[src/rtl/cfg_retry_pkg.sv]
package cfg_retry_pkg;
   localparam logic [2:0] ST_SUCCESS = 3'd0;
   localparam logic [2:0] ST_RETRY   = 3'd2;
   localparam logic [31:0] VIS_MARKER = 32'hFFFF_0001;
   localparam logic [31:0] ALL_ONES   = 32'hFFFF_FFFF;

   typedef enum logic [1:0] {
      S_IDLE,
      S_ISSUE,
      S_PAUSE,
      S_RESP
   } rty_state_e;
endpackage

[src/rtl/cfg_retry_pacer.sv]
module cfg_retry_pacer #(
   parameter int CLKS_PER_US = 125,
   parameter int MAX_RETRIES = 500000
) (
   input  logic clk,
   input  logic rst_n,
   input  logic start,
   input  logic replay,
   output logic pause_done,
   output logic exhausted
);
   localparam int CNT_W = (MAX_RETRIES > 0) ? $clog2(MAX_RETRIES + 1) : 1;
   localparam int GAP_W = (CLKS_PER_US > 1) ? $clog2(CLKS_PER_US) : 1;

   logic [CNT_W-1:0] replays_q;

   always_ff @(posedge clk) begin
      if (!rst_n)      replays_q <= '0;
      else if (start)  replays_q <= '0;
      else if (replay) replays_q <= replays_q + 1'b1;
   end

   assign exhausted = (replays_q == CNT_W'(MAX_RETRIES));

   generate
      if (CLKS_PER_US == 1) begin : g_single
         assign pause_done = 1'b1;
      end else begin : g_count
         logic [GAP_W-1:0] gap_q;
         always_ff @(posedge clk) begin
            if (!rst_n)              gap_q <= '0;
            else if (replay)         gap_q <= GAP_W'(CLKS_PER_US - 1);
            else if (gap_q != '0)    gap_q <= gap_q - 1'b1;
         end
         assign pause_done = (gap_q == '0);
      end
   endgenerate
endmodule

[src/rtl/cfg_lane_extract.sv]
module cfg_lane_extract (
   input  logic [31:0] dword,
   input  logic [1:0]  lane,
   input  logic [1:0]  size,
   output logic [31:0] value
);
   logic [31:0] shifted;
   logic [31:0] mask;

   assign shifted = size[1] ? dword : (dword >> {lane, 3'b000});

   generate
      for (genvar b = 0; b < 4; b++) begin : g_lane
         localparam int NEED = (b == 0) ? 0 : ((b == 1) ? 1 : 2);
         assign mask[b*8 +: 8] = (size >= 2'(NEED)) ? 8'hFF : 8'h00;
      end
   endgenerate

   assign value = shifted & mask;
endmodule

[src/rtl/cfg_retry_ctrl.sv]
module cfg_retry_ctrl
   import cfg_retry_pkg::*;
#(
   parameter int CLKS_PER_US = 125,
   parameter int MAX_RETRIES = 500000,
   parameter int BUS_W       = 8,
   parameter int OFF_W       = 12
) (
   input  logic             clk,
   input  logic             rst_n,
   input  logic             crs_vis_en,
   input  logic             req_valid,
   output logic             req_ready,
   input  logic [BUS_W-1:0] req_bus,
   input  logic [4:0]       req_dev,
   input  logic [2:0]       req_fn,
   input  logic [OFF_W-1:0] req_off,
   input  logic [1:0]       req_size,
   input  logic             req_write,
   input  logic [31:0]      req_wdata,
   output logic             dn_valid,
   input  logic             dn_ack,
   input  logic [2:0]       dn_status,
   input  logic [31:0]      dn_rdata,
   output logic [BUS_W-1:0] dn_bus,
   output logic [4:0]       dn_dev,
   output logic [2:0]       dn_fn,
   output logic [OFF_W-1:0] dn_off,
   output logic [1:0]       dn_size,
   output logic             dn_write,
   output logic [31:0]      dn_wdata,
   output logic             rsp_valid,
   output logic [31:0]      rsp_data,
   output logic             rsp_err,
   output logic             rsp_timeout
);
   if (CLKS_PER_US < 1) begin : g_bad_pace
      $error("CLKS_PER_US must be at least 1");
   end
   if (MAX_RETRIES < 0) begin : g_bad_retries
      $error("MAX_RETRIES must not be negative");
   end
   if (OFF_W < 3) begin : g_bad_off
      $error("OFF_W must be at least 3");
   end

   rty_state_e state_q, state_d;
   logic       accept, finish, replay;
   logic       pause_done, exhausted;
   logic       at_root, got_retry, vis_hit;
   logic [31:0] ext_in, ext_out, data_d;
   logic        err_d, to_d, raw_ones;

   assign req_ready = (state_q == S_IDLE);
   assign accept    = req_valid && req_ready;
   assign dn_valid  = (state_q == S_ISSUE);

   always_ff @(posedge clk) begin
      if (!rst_n) begin
         dn_bus   <= '0;
         dn_dev   <= '0;
         dn_fn    <= '0;
         dn_off   <= '0;
         dn_size  <= '0;
         dn_write <= 1'b0;
         dn_wdata <= '0;
      end else if (accept) begin
         dn_bus   <= req_bus;
         dn_dev   <= req_dev;
         dn_fn    <= req_fn;
         dn_off   <= req_off;
         dn_size  <= req_size;
         dn_write <= req_write;
         dn_wdata <= req_wdata;
      end
   end

   assign at_root   = (dn_bus == '0);
   assign got_retry = (dn_status == ST_RETRY);
   assign vis_hit   = crs_vis_en && !dn_write && (dn_off[OFF_W-1:2] == '0);

   always_comb begin
      finish   = 1'b0;
      replay   = 1'b0;
      err_d    = 1'b0;
      to_d     = 1'b0;
      raw_ones = 1'b0;
      ext_in   = dn_rdata;
      if (dn_valid && dn_ack) begin
         if (at_root) begin
            finish = 1'b1;
            err_d  = (dn_status != ST_SUCCESS);
         end else if (got_retry && vis_hit) begin
            finish = 1'b1;
            ext_in = VIS_MARKER;
         end else if (got_retry && exhausted) begin
            finish   = 1'b1;
            to_d     = 1'b1;
            err_d    = dn_write;
            raw_ones = 1'b1;
         end else if (got_retry) begin
            replay = 1'b1;
         end else if (dn_status == ST_SUCCESS) begin
            finish = 1'b1;
         end else begin
            finish   = 1'b1;
            err_d    = 1'b1;
            raw_ones = 1'b1;
         end
      end
   end

   cfg_lane_extract u_extract (
      .dword (ext_in),
      .lane  (dn_off[1:0]),
      .size  (dn_size),
      .value (ext_out)
   );

   assign data_d = raw_ones ? ALL_ONES : ext_out;

   cfg_retry_pacer #(
      .CLKS_PER_US (CLKS_PER_US),
      .MAX_RETRIES (MAX_RETRIES)
   ) u_pacer (
      .clk        (clk),
      .rst_n      (rst_n),
      .start      (accept),
      .replay     (replay),
      .pause_done (pause_done),
      .exhausted  (exhausted)
   );

   always_comb begin
      state_d = state_q;
      unique case (state_q)
         S_IDLE:  if (accept) state_d = S_ISSUE;
         S_ISSUE: if (finish) state_d = S_RESP;
                  else if (replay) state_d = S_PAUSE;
         S_PAUSE: if (pause_done) state_d = S_ISSUE;
         S_RESP:  state_d = S_IDLE;
         default: state_d = S_IDLE;
      endcase
   end

   always_ff @(posedge clk) begin
      if (!rst_n) begin
         state_q     <= S_IDLE;
         rsp_data    <= '0;
         rsp_err     <= 1'b0;
         rsp_timeout <= 1'b0;
      end else begin
         state_q <= state_d;
         if (finish) begin
            rsp_data    <= data_d;
            rsp_err     <= err_d;
            rsp_timeout <= to_d;
         end
      end
   end

   assign rsp_valid = (state_q == S_RESP);
endmodule

[config.mk]
export PLATFORM = sky130hd
export DESIGN_NAME = cfg_retry_ctrl
export DESIGN_NICKNAME = d
export VERILOG_FILES = /design/src/rtl/cfg_retry_pkg.sv /design/src/rtl/cfg_retry_pacer.sv /design/src/rtl/cfg_lane_extract.sv /design/src/rtl/cfg_retry_ctrl.sv
export SDC_FILE = /design/constraint.sdc
export NUM_CORES = 1
export LEC_CHECK = 0
export ABC_AREA = 1
export BUFFER_PORTS_ARGS = -buffer_cell sky130_fd_sc_hd__buf_2
export CORE_ASPECT_RATIO = 1.4
export CORE_MARGIN = 1.5
export CORE_UTILIZATION = 55
export DETAILED_ROUTE_END_ITERATION = 8
export GPL_TIMING_DRIVEN = 0
export PLACE_DENSITY = 0.86
export SYNTH_ARGS = -nofsm -noshare
export SYNTH_HDL_FRONTEND = slang
export SYNTH_SLANG_ARGS = --single-unit
[constraint.sdc]
create_clock -name clk -period 3.4 [get_ports clk]
set_clock_uncertainty 0.05 [all_clocks]
set_input_delay 0.51 -clock clk [delete_from_list [all_inputs] [get_ports clk]]
set_output_delay 0.51 -clock clk [all_outputs]
set_load 0.02 [all_outputs]
==> run summary <==
CTS tree: yes
Rel. slew slack: 0.625
RePlAce Congestion: 0.950
Period utilisation layout: 0.690
Routed wire length per instance: 15.1 µm
Slew Viols, Final: 0
PD cells: 634 nW/µm²
Longest Clk Path Bufs: 2
Setup Buffers After CTS: 0
First-pass GRT wire length: 30500 µm
Proportion of layout cells with a drive suffix above 1: 0.243
Number of vias per cell: 5.33
DP Worst Slack: 1090 ps
DRC Markers: 0
Max-cap check violation count: 0
Cells after Synth: 928
Worst slew pin tran: 562 ps
Mapped Area: 6180 µm²
Boundary pin count: 203
Arr. time, crit path: 2620 ps
Peak VDD IR: 555 µV
CTS root buffer: clkbuf_16
Initial drt markers: 476
Antenna Nets Post-Route: 0
Cts repair resizes: 0
Unrepaired setup endpoints after global routing: no
CP startpoint: u_pacer.replays_q[0]
CP cell instances: inv_1 -> ha_1 -> nand4_1 -> nand3b_1 -> nand2_1 -> and2_4 -> nor2_4 -> buf_6 -> nand3_1 -> nand2_1 -> inv_1
Starting Density: 0.569
Fmax: 426 MHz
Layout Nets: 1254
Fillers: 894
# port buffers: 201
Outcome: finished, final reports clean
Vias: 6937
Register area share after synthesis: 0.405
R2R depth: 11
Design area: 7980 µm²
P&R area growth vs syn: 29.2%
Sinks on Clock Net: 125
Crit path capture: rsp_data[7]
Fin util: 0.734
R2r setup slk: 1050 ps
RR Startpoint: u_pacer.replays_q[0]
CP peak stage delay: 410 ps
Syn nets: 1034
CP Max Fanout: 10
Syn_area_per_cell: 6.66 µm²
Core area: 10900 µm²
#FFs+latches synth: 125
Post-synthesis cell type count: 36
Die Y: 128 µm
Worst min path class: in2reg
Clock transition at path regs: 60 ps
Placed Area: 7360 µm²
Static Leakage: 0.00399 µW
Largest net degree at the start of global routing: 17
Period minus WS final: 2350 ps
CTS buffer count: 17
Total wire length: 19600 µm
Fin. Hold Viols: 0
DR pass1 iterations: 5
YS warnings: 0
Detailed Place HPWL: 14400 µm
CP Capture Type: flop
Cell Rows: 45
Startpoint types: flop
Required time of the critical path: 3670 ps
Die Width: 92.6 µm
Fin Setup TNS: 0 ps
Worst path slowest cell: dfxtp_1
Die area: 11900 µm²
Initial antenna violation count: 1
# setup viols final: 0
Number of global-route vias before repair: 6614
Cts hold-fix bufs: 0
Gr usage total: 0.330
Final worst-path setup slack: 1050 ps
CP Class: reg2reg
H-tree depth: 4
Worst R2R End: rsp_data[7]
Gr ovfl total: 0
Clock Latency Late Sink: 420 ps
how the worst min path moves through the flow:
stage                               endpoint  cells past startpoint  slack (ps)                startpoint
floorplan           u_pacer.g_count.gap_q[6]                      2         410  u_pacer.g_count.gap_q[6]
global route                    dn_wdata[24]                      3         300             req_wdata[24]
finish                             dn_dev[3]                      3         290                req_dev[3]
CTS                             dn_wdata[17]                      3         290             req_wdata[17]
detailed placement                 dn_off[4]                      2         410                 dn_off[4]
global placement                   dn_off[4]                      2         400                 dn_off[4]
power breakdown:
group          leakage (µW)  total, µW  internal, µW  switching, µW
Clock              0.000286       1900          1220            673
Combinational       0.00267       1390           464            926
Sequential          0.00103       1770          1660            116
registers in the layout (all words and copies together), names as in the netlist, 2 cells and up:
signal / cells
dn_wdata: 32
rsp_data: 32
u_pacer.replays_q: 19
dn_off: 12
dn_bus: 8
u_pacer.g_count.gap_q: 7
dn_dev: 5
dn_fn: 3
dn_size: 2
state_q: 2
Yosys cell counts, drive strengths merged:
library cell / instances / share of area
xnor2: 1 / 0.0014
buf: 22 / 0.026
a21oi: 79 / 0.071
a21boi: 1 / 0.0012
dfxtp: 125 / 0.41
nand3b: 1 / 0.0012
o21ai: 79 / 0.066
o22ai: 1 / 0.0010
nor3: 14 / 0.011
nor3b: 1 / 0.0012
inv: 101 / 0.061
nand4: 7 / 0.0071
xor2: 13 / 0.018
nor2: 150 / 0.10
a211oi: 1 / 0.0012
nor4: 1 / 0.0010
a31oi: 2 / 0.0020
clkbuf: 29 / 0.018
nand3: 75 / 0.062
ha: 3 / 0.0061
clkinv: 5 / 0.0030
and2: 1 / 0.0014
or2: 1 / 0.0010
nand2: 215 / 0.13
cell usage in the layout, fill, tap and decap left out, types with 2 or more instances in the layout:
cell type   count
inv_1          99
buf_4           4
nor2_4          4
o21ai_0        77
nand2_1       209
clkinv_1        5
xor2_1         13
nor2_2          4
nand2_2         6
bufinv_16       3
a21oi_2        11
clkinvlp_4      5
nand4_1         7
ha_1            3
buf_1           3
a31oi_1         2
a21oi_1        68
clkbuf_16      17
nand3_1        74
clkbuf_8        4
nor2_1        141
clkbuf_1       29
nor3_1         14
dfxtp_1       125
inv_2           2
buf_6           7
buf_2         209
worst max-delay path, delay by kind of cell, from the launching register on:
| kind | cells | cell delay (ps) |
|---|---|---|
| fa+ha+maj | 1 | 230 |
| simple gates | 7 | 1200 |
| buf+inv | 3 | 350 |
| flops | 1 | 410 |
final cells by class:
| type | instances | area (µm²) | share of cell area |
|---|---|---|---|
| Clock inverter | 9 | 136 | 0.0171 |
| Antenna cell | 1 | 2.50 | 0.000314 |
| Clock buffer | 21 | 480 | 0.0602 |
| Timing Repair Buffer | 201 | 1010 | 0.126 |
| Inverter | 106 | 398 | 0.0499 |
| Multi-Input combinational cell | 646 | 3010 | 0.377 |
| Buffer | 51 | 269 | 0.0337 |
| Tap cell | 141 | 176 | 0.0221 |
| Sequential cell | 125 | 2500 | 0.314 |
cell families (layout without fill, tap and decap cells):
group / Yosys count / after routing / share of synthesized area
AOI/OAI and AO/OA: 163 / 163 / 0.142
xor gates and xnor gates: 14 / 14 / 0.0198
adders and majority gates: 3 / 3 / 0.00608
buffers and inverters: 157 / 388 / 0.108
DFF: 125 / 125 / 0.405
other: 0 / 1 / 0
and+or+nand+nor: 466 / 466 / 0.319
per-layer routing:
metal / part of all wire / track usage / vias to the layer above / wire [µm]
met3: 0.090 / 0.0904 / 82 / 1770
met5: 0 / 0 / - / 0
met2: 0.50 / 0.580 / 345 / 9800
met4: 0.050 / 0.206 / 0 / 991
met1: 0.36 / 0.345 / 3134 / 7060
li1: - / - / 3376 / -
through the flow:
| step | std cells | hold WS (ps) | total power, µW |
|---|---|---|---|
| final | 1301 | 287 | 5060 |
| after global routing | 1301 | 301 | 5280 |
| after CTS | 1300 | 288 | 5040 |
| after detailed placement | 1270 | 408 | 3160 |
| after global placement | 1270 | 403 | 3130 |
| after floorplan | 928 | 406 | 2720 |
No activity file was read; power rests on OpenSTA's default activity.
